`src/rtl/tick_timer_pkg.sv`:
```
`timescale 1ns/1ps
package tick_timer_pkg;
  localparam int SEL_W   = 4;
  localparam int PH_W    = (1 << SEL_W) - 1;
  localparam int CTL_W   = 9;
  localparam int EN_BIT  = 0;
  localparam int SEL_LSB = 4;
  localparam int TEN_BIT = 8;

  typedef enum logic [1:0] {
    REG_CTRL   = 2'd0,
    REG_RELOAD = 2'd1,
    REG_STATUS = 2'd2
  } reg_sel_e;

  // all-ones over the low sel bits of the phase counter
  function automatic logic [PH_W-1:0] phase_mask(input logic [SEL_W-1:0] sel);
    phase_mask = PH_W'((32'd1 << sel) - 32'd1);
  endfunction

  // smallest accepted reload is 3
  function automatic logic reload_ok(input logic [31:0] v);
    reload_ok = (v > 32'd2);
  endfunction
endpackage

```
`src/rtl/tick_prescaler.sv`:
```
`timescale 1ns/1ps
module tick_prescaler
  import tick_timer_pkg::*;
(
  input  logic             clk,
  input  logic             rst_n,
  input  logic             ref_stb_i,
  input  logic             run_i,
  input  logic             clr_i,
  input  logic [SEL_W-1:0] sel_i,
  output logic             pulse_o
);
  logic [PH_W-1:0] phase_q;
  logic [PH_W-1:0] mask;

  always_comb begin
    mask    = phase_mask(sel_i);
    pulse_o = ref_stb_i && run_i && ((phase_q & mask) == mask);
  end

  always_ff @(posedge clk or negedge rst_n) begin
    if (!rst_n)                  phase_q <= '0;
    else if (clr_i)              phase_q <= '0;
    else if (ref_stb_i && run_i) phase_q <= phase_q + 1'b1;
  end


  sel_zero_every_strobe_chk: assert property (@(posedge clk) disable iff (!rst_n)
    (run_i && ref_stb_i && sel_i == '0) |-> pulse_o);

  phase_restart_chk: assert property (@(posedge clk) disable iff (!rst_n)
    clr_i |=> (phase_q == '0));
endmodule

```
`src/rtl/tick_downcounter.sv`:
```
`timescale 1ns/1ps
module tick_downcounter #(
  parameter int CNT_W = 16
) (
  input  logic             clk,
  input  logic             rst_n,
  input  logic             load_i,
  input  logic             stop_i,
  input  logic             pulse_i,
  input  logic [CNT_W-1:0] reload_i,
  output logic [CNT_W-1:0] count_o,
  output logic             run_o,
  output logic             expire_o
);
  localparam logic [CNT_W-1:0] LAST = CNT_W'(1);

  assign expire_o = run_o && pulse_i && (count_o == LAST);

  always_ff @(posedge clk or negedge rst_n) begin
    if (!rst_n) begin
      run_o   <= 1'b0;
      count_o <= '0;
    end else if (load_i) begin
      run_o   <= 1'b1;
      count_o <= reload_i;
    end else if (stop_i) begin
      run_o   <= 1'b0;
    end else if (run_o && pulse_i) begin
      count_o <= expire_o ? reload_i : count_o - 1'b1;
    end
  end


  count_moves_only_on_step_chk: assert property (@(posedge clk) disable iff (!rst_n)
    (!load_i && !pulse_i) |=> $stable(count_o));

  load_takes_reload_chk: assert property (@(posedge clk) disable iff (!rst_n)
    load_i |=> (count_o == $past(reload_i)));

  expire_reloads_chk: assert property (@(posedge clk) disable iff (!rst_n)
    (expire_o && !load_i && !stop_i) |=> (count_o == $past(reload_i) && run_o));
endmodule

```
`src/rtl/tick_timer.sv`:
```
`timescale 1ns/1ps
module tick_timer
  import tick_timer_pkg::*;
#(
  parameter int CNT_W      = 16,
  parameter int RST_RELOAD = 32
) (
  input  logic             clk,
  input  logic             rst_n,
  input  logic             ref_stb,
  input  logic             wr_en,
  input  logic [1:0]       wr_addr,
  input  logic [CNT_W-1:0] wr_data,
  output logic [8:0]       ctrl_o,
  output logic [CNT_W-1:0] reload_o,
  output logic [CNT_W-1:0] count_o,
  output logic             tick_irq
);
  logic             wr_ctrl, wr_reload, wr_status;
  logic             new_en, new_ten;
  logic [SEL_W-1:0] new_sel, cur_sel;
  logic             start, stop, sel_chg, ph_clr;
  logic             step, expire, running;
  logic [CTL_W-1:0] ctrl_n;

  always_comb begin
    wr_ctrl   = wr_en && (wr_addr == REG_CTRL);
    wr_reload = wr_en && (wr_addr == REG_RELOAD);
    wr_status = wr_en && (wr_addr == REG_STATUS);
    new_en    = wr_data[EN_BIT];
    new_ten   = wr_data[TEN_BIT];
    new_sel   = wr_data[SEL_LSB +: SEL_W];
    cur_sel   = ctrl_o[SEL_LSB +: SEL_W];
    start     = wr_ctrl && new_en && new_ten && !ctrl_o[TEN_BIT];
    stop      = wr_ctrl && ((!new_ten && ctrl_o[TEN_BIT]) || (!new_en && ctrl_o[EN_BIT]));
    sel_chg   = wr_ctrl && (new_sel != cur_sel);
    ph_clr    = start || sel_chg;
    ctrl_n    = '0;
    ctrl_n[EN_BIT]              = new_en;
    ctrl_n[TEN_BIT]             = new_ten;
    ctrl_n[SEL_LSB +: SEL_W]    = new_sel;
  end

  always_ff @(posedge clk or negedge rst_n) begin
    if (!rst_n) begin
      ctrl_o   <= '0;
      reload_o <= CNT_W'(RST_RELOAD);
      tick_irq <= 1'b0;
    end else begin
      if (wr_ctrl) ctrl_o <= ctrl_n;
      if (wr_reload && reload_ok(32'(wr_data))) reload_o <= wr_data;
      if (expire) tick_irq <= 1'b1;
      else if (wr_status && wr_data[0]) tick_irq <= 1'b0;
    end
  end

  tick_prescaler u_presc (
    .clk(clk), .rst_n(rst_n), .ref_stb_i(ref_stb), .run_i(running),
    .clr_i(ph_clr), .sel_i(cur_sel), .pulse_o(step)
  );

  tick_downcounter #(.CNT_W(CNT_W)) u_cnt (
    .clk(clk), .rst_n(rst_n), .load_i(start), .stop_i(stop), .pulse_i(step),
    .reload_i(reload_o), .count_o(count_o), .run_o(running), .expire_o(expire)
  );


  reload_write_only_chk: assert property (@(posedge clk) disable iff (!rst_n)
    !$stable(reload_o) |-> $past(wr_en && wr_addr == 2'd1 && wr_data > CNT_W'(2)));

  irq_from_expiry_chk: assert property (@(posedge clk) disable iff (!rst_n)
    $rose(tick_irq) |-> $past(expire));

  run_needs_enables_chk: assert property (@(posedge clk) disable iff (!rst_n)
    running |-> (ctrl_o[EN_BIT] && ctrl_o[TEN_BIT]));
endmodule

```
`config.mk`:
```
export PLATFORM = sky130hd
export DESIGN_NAME = tick_timer
export DESIGN_NICKNAME = d
export VERILOG_FILES = /design/src/rtl/tick_timer_pkg.sv /design/src/rtl/tick_prescaler.sv /design/src/rtl/tick_downcounter.sv /design/src/rtl/tick_timer.sv
export SDC_FILE = /design/constraint.sdc
export NUM_CORES = 1
export LEC_CHECK = 0
export BUFFER_PORTS_ARGS = -buffer_cell sky130_fd_sc_hd__buf_4
export CAP_MARGIN = 25
export CORE_ASPECT_RATIO = 1.4
export CORE_MARGIN = 5
export CORE_UTILIZATION = 50
export DETAILED_ROUTE_END_ITERATION = 8
export PLACE_DENSITY = 0.74
export RECOVER_POWER = 100
export SLEW_MARGIN = 10
export SYNTH_ARGS = -nofsm -noshare
export SYNTH_HDL_FRONTEND = slang
export SYNTH_SLANG_ARGS = --single-unit
```
`constraint.sdc`:
```
create_clock -name clk -period 3.2 [get_ports clk]
set_input_delay 0.64 -clock clk [delete_from_list [all_inputs] [get_ports clk]]
set_output_delay 0.64 -clock clk [all_outputs]
set_load 0.02 [all_outputs]
```
Yosys cells after proc, flatten, opt, wreduce, memory -nomap -nowiden
Index checks and enable logic that the tools add are counted. W data, S select, Z words.

Register bits: 55. Input port bits: 22.

Add/subtract/negate cells: 3. Order comparisons: 1. Equality and inequality tests: 6. Shifts and indexed selects: 1. Muxes and demuxes: 10. Bitwise gates (word level): 1. Reduce and logical (&&, ||, !) cells: 27.

Operator list (number): $mux W16 (4); $mux W15 (2); $eq A16 B1 Y1 const B (1); $gt A16 B2 Y1 const B (1); $logic_and A1 B1 Y1 (16); $sub A16 B1 Y16 const B (1); $add A15 B1 Y15 const B (1); $and A15 B15 Y15 (1); $eq A15 B15 Y1 (1); $shl A1 B4 Y15 const A (1); $sub A15 B1 Y15 const B (1); $reduce_bool A2 Y1 (4); $mux W1 (4); $ne A4 B4 Y1 (1); $logic_not A1 Y1 (3); $eq A2 B1 Y1 const B (1); $eq A2 B2 Y1 const B (1); $logic_not A2 Y1 (1); $logic_or A1 B1 Y1 (2); $ne A2 B2 Y1 const B (1); $reduce_and A2 Y1 (1).

Logic depth before layout (Yosys ltp)
Word-level depth: 11. Gate-level depth with buffers: 15. Depth with buffers taken out: 10.

Modules after synthesis
Synthesis repeated with hierarchy kept, for this count alone.

Cell total of the unflattened synthesis: 354. Area total of the unflattened synthesis: 3459.6 µm².

Modules (own cells, without submodules): tick_downcounter (instances 1, cells each 156, area each 1343.8 µm², sequential area each 425.4 µm²); tick_timer (instances 1, cells each 73, area each 1062.3 µm², sequential area each 576.8 µm²); tick_prescaler (instances 1, cells each 125, area each 1053.5 µm², sequential area each 375.4 µm²).

Worst setup path before layout
No wires, ideal clock.

Kind: reg2reg. Start: register ctrl_o[5]. End: register u_cnt.count_o[15]. Setup time: 0.124 ns. Arrival time: 3.049 ns. Slack: 0.027 ns. Cell stages (with the launch flop): 14. Clock period less this slack: 3.173 ns. Path through: dfrtp_1 -> buf_6 -> buf_2 -> nor2_1 -> nand3b_1 -> ha_1 -> nor4b_1 -> a31o_1 -> or4_4 -> nor4_4 -> buf_6 -> buf_6 -> a31oi_1 -> a211o_1.

Longest elaborated chain between the ends: 11.

Ends and longest elaborated chain: start, declared (line tick_timer.sv:14) `output logic [8:0] ctrl_o,`; start signal, assigned (line tick_timer.sv:50) `if (wr_ctrl) ctrl_o <= ctrl_n;`; $shl A1 B4 Y15 (*) (line tick_timer_pkg.sv:18) `phase_mask = PH_W'((32'd1 << sel) - 32'd1);`; $sub A15 B1 Y15 (*) (line tick_timer_pkg.sv:18); $and A15 B15 Y15 (line tick_prescaler.sv:18) `pulse_o = ref_stb_i && run_i && ((phase_q & mask) == mask);`; $eq A15 B15 Y1 (*) (line tick_prescaler.sv:18); $logic_and A1 B1 Y1 (*) (line tick_prescaler.sv:18); $logic_and A1 B1 Y1 (*) (line tick_downcounter.sv:17, tick_downcounter.sv:28); $logic_and A1 B1 Y1 (line tick_downcounter.sv:17) `assign expire_o = run_o && pulse_i && (count_o == LAST);`; $mux W16 (line tick_downcounter.sv:29) `count_o <= expire_o ? reload_i : count_o - 1'b1;`; $mux W16 (line tick_downcounter.sv:28) `end else if (run_o && pulse_i) begin`; $mux W16 (line tick_downcounter.sv:26) `end else if (stop_i) begin`; $mux W16 (line tick_downcounter.sv:23) `end else if (load_i) begin`; end signal, assigned (line tick_downcounter.sv:25) `count_o <= reload_i;`; end signal, assigned (line tick_downcounter.sv:29); end, declared (line tick_downcounter.sv:11) `output logic [CNT_W-1:0] count_o,`.

Every way passes the cells marked *; elsewhere a longest branch is shown, timed or not. The select of a mux whose other input is x is not followed. A chain may end at the register's enable or synchronous reset.

Worst setup path in the final report
Ends and elaborated chain as after synthesis.

==> summary.md <==
| Metric | Value |
|---|---|
| Crit-path max FO | `17` |
| Post-synth EDFFs | `0` |
| Routed vias | `just under 3000` |
| Worst Slack Setup Final | `approximately 0.21 ns` |
| Core Area | `6530 um^2` |
| Worst Path Arrival | `around 3.2 ns` |
| Area Growth Syn to Fin | `14.2%` |
| CTS buffer count | `5` |
| Post-Synth Simple-Gate Area | `between 20% and 30%` |
| Final wirelength | `~8.9 mm` |
| Worst reg2reg setup slack | `0.21 ns` |
| Final period util | `93.5%` |
| RR Startpoint | `ctrl_o[5]$_DFFE_PN0P_` |
| NumNets Final | `roughly 440` |
| Cell family with most CP delay | `simple AND/OR/NAND/NOR gates` |
| Synth top area cells | `dfrtp_1 (41%), mux2_2 (6.1%), xor2_1 (3.7%)` |
| CP Buf/Inv Count | `1` |
| GPL Wtd Cong | `about 0.95` |
| Syn Std Cell Area | `between 3000 and 4000 um^2` |
| Post-DP HPWL | `6.84 mm` |
| Hold Violations, Final | `0` |
| Sequential cell area | `around 1400 um^2` |
| Synth cell count leaders | `dfrtp_1 (54), nor2_1 (31), nand2_1 (29)` |
| Number of cells on the critical path | `10` |
| H-tree depth | `2` |
| RSZ-0062 raised after global routing | `no` |
| Setup TNS | `0 ns` |
| DP Worst Slack | `approximately 0.21 ns` |
| Ys async rst share | `100%` |
| Reg clk slew, reported paths | `0.11 ns` |
| CTS Buffer Depth | `2` |
| I/O Buffers | `60` |
| Post-synthesis xor/xnor area fraction | `5.23%` |
| Initial Util | `50.9%` |
| Mux cell area share after synthesis | `between 7 and 8%` |
| Drt pass-1 iters | `4` |
| Grt ovf | `0` |
| PD cells | `around 590 nW/um^2` |
| Initial antenna violation count | `0` |
| Die W | `78.9 um` |
| Largest family of logic cells by synthesized area | `simple AND/OR/NAND/NOR gates` |
| Post-CTS Setup Bufs | `0` |
| Syn_area_per_cell | `9.69 um^2` |
| Hold-fix buffers at CTS | `0` |
| Area occupied by multi-input gates | `between 1500 and 2000 um^2` |
| First DRT Iteration DRCs | `~150` |
| Boundary pin count | `64` |
| Root buffer cell | `clkbuf_8` |
| Final setup vio count | `0` |
| Total Routing Usage GR | `22.1%` |
| Worst Setup SP | `ctrl_o[5]$_DFFE_PN0P_` |
| Crit-path slowest cell | `or4_4` |
| CTS Sinks | `55` |
| Worst Setup EP | `u_cnt.count_o[15]$_DFFE_PN0P_` |
| CTS tree | `built` |
| WP data required | `3.40 ns` |
| Die Span Y | `106 um` |
| Main synth FF type | `dfrtp_1` |
| Setup Crit Path Kind | `flop to flop` |
| Most frequent cell after synthesis | `dfrtp_1` |
| CP endpoint kind | `flop` |
| Fin crit period | `approximately 3.0 ns` |
| CTS resizes | `0` |
| Post-synthesis adder-cell area fraction | `1.51%` |
| R2r endpoint | `u_cnt.count_o[15]$_DFFE_PN0P_` |
| First-pass GRT wire length | `14.8 mm` |
| Flops & latches, synth | `55` |
| Layout Skew | `about 0.017 ns` |
| Leakage | `1.69 nW` |
| Distinct cell type count after synthesis | `63` |
| Largest net degree at the start of global routing | `56` |
| Max-Cap Viols | `0` |
| Peak VDD IR | `272 uV` |
| Ys Warns | `0` |
| Vias in the first global route | `between 2000 and 3000` |
| Status | `completed` |
| Residual DRC | `0` |
| Worst-skew pair later-pin latency | `0.31 ns` |
| Worst R2R Path Depth | `10` |
| Achievable Freq | `0.334 GHz` |
| Slew Limit Headroom | `around 7.5%` |
| Post-Synthesis Cells | `~340` |
| Wire per inst | `around 18 um` |
| Share of cells above drive strength 1 | `17.1%` |
| Tightest Hold Check Type | `flop to flop` |
| Final Max Slew Viols | `0` |
| Std cell rows | `35` |
| Critical path, cell by cell | `nor2_1 -> nand3b_1 -> ha_1 -> nor4b_1 -> a31o_1 -> or4_4 -> nor4_4 -> buf_4 -> a31oi_1 -> a211o_1` |
| Die ar. | `about 8400 um^2` |
| Compound-cell area share of the yosys netlist | `between 10% and 20%` |
| Post-synth top area share | `between 40% and 50%` |
| Filler Cells Inserted | `646` |
| Antenna-violating nets left | `0` |
| Synth area leader | `dfrtp_1` |
| Register area share after synthesis | `approximately 41%` |
| Worst-Margin Slew | `roughly 1.4 ns` |
| Vias per cell | `5.99` |
| # diodes | `0` |
| Crit path largest cell delay | `around 0.53 ns` |
| Critical path startpoint category | `flop` |
-- worst min-delay path by stage --
stage	from	to	slack, ns	cells past startpoint
floorplan	rst_n	ctrl_o[0]$_DFFE_PN0P_	0.34	0
global placement	tick_irq$_DFFE_PN0P_	tick_irq$_DFFE_PN0P_	0.49	1
detailed placement	tick_irq$_DFFE_PN0P_	tick_irq$_DFFE_PN0P_	0.50	1
CTS	rst_n	u_cnt.count_o[1]$_DFFE_PN0P_	0.40	1
global route	reload_o[7]$_DFFE_PN0P_	u_cnt.count_o[7]$_DFFE_PN0P_	0.55	1
finish	tick_irq$_DFFE_PN0P_	tick_irq$_DFFE_PN0P_	0.52	1
-- state kept, by name, summed over array words and instances, names as in the netlist --
| register | flops |
|---|---|
| u_presc.phase_q | 15 |
| tick_irq | 1 |
| reload_o | 16 |
| u_cnt.run_o | 1 |
| u_cnt.count_o | 16 |
| ctrl_o | 6 |
-- kinds of logic (layout without fill, tap and decap cells) --
group / count (synthesis) / in the layout
compound gates: 66 / 66
xor+xnor: 19 / 19
fa+ha+maj: 4 / 4
buf+inv: 35 / 100
flops: 55 / 55
mux: 21 / 21
other cells: 1 / 3
simple gates: 142 / 142
-- final cells by class --
class | instances | area share, %
Clock inverter | 1 | 0.231
Sequential cell | 55 | 36.3
Timing Repair Buffer | 77 | 11.1
Multi-Input combinational cell | 255 | 46.2
Tap cell | 74 | 2.44
Inverter | 15 | 1.48
Clock buffer | 7 | 2.27
-- through the flow --
| stage | hold WS, ns | utilization (%) | instance area [um^2] | cells | power [W] |
|---|---|---|---|---|---|
| global placement | 0.489 | 59.2 | 3860 | 476 | 0.00193 |
| finish | 0.520 | 58.2 | 3800 | 484 | 0.00223 |
| floorplan | 0.344 | - | 3330 | 345 | 0.00157 |
| detailed placement | 0.499 | 59.2 | 3860 | 476 | 0.00194 |
| global route | 0.553 | 58.2 | 3800 | 484 | 0.00239 |
| CTS | 0.397 | 60.7 | 3960 | 484 | 0.00235 |
-- routing by layer --
layer / share of wire, % / track usage, % / routed length (um) / vias to the layer above
met4: 3.0 / 7.99 / 269 / 0
li1: - / - / - / 1381
met1: 40 / 25.9 / 3570 / 1424
met2: 53 / 40.3 / 4680 / 76
met3: 4.3 / 3.14 / 378 / 20
met5: 0 / 0 / 0 / -
-- cell usage in the layout, fill, tap and decap left out, types with 4 or more instances in the layout --
master    synthesis  routed
nor4_1            7       7
dfrtp_1          54      54
xnor2_1           4       4
o21ai_0           9       9
a21oi_1          14      14
nand2b_1          4       4
mux2_2           18      18
clkbuf_1          4      42
a211o_1           9       9
buf_4             5      34
nor2b_1           4       4
nand2_1          29      29
nand4_1           6       6
clkbuf_8          0       6
nor3_1           13      13
nand3_1          12      12
ha_1              4       4
and4_1            6       6
and3_1            9       9
nor2_1           31      31
inv_1            15      15
xor2_1           14      14
and2_1            6       5
-- where the power goes --
part	switching [W]	internal [W]	total, W
Clock	0.000226	0.000178	0.000404
Combinational	0.000511	0.000331	0.000843
Sequential	0.000157	0.000831	0.000987
Total	0.000894	0.00134	0.00223
Power figures use the tool's default switching activity.
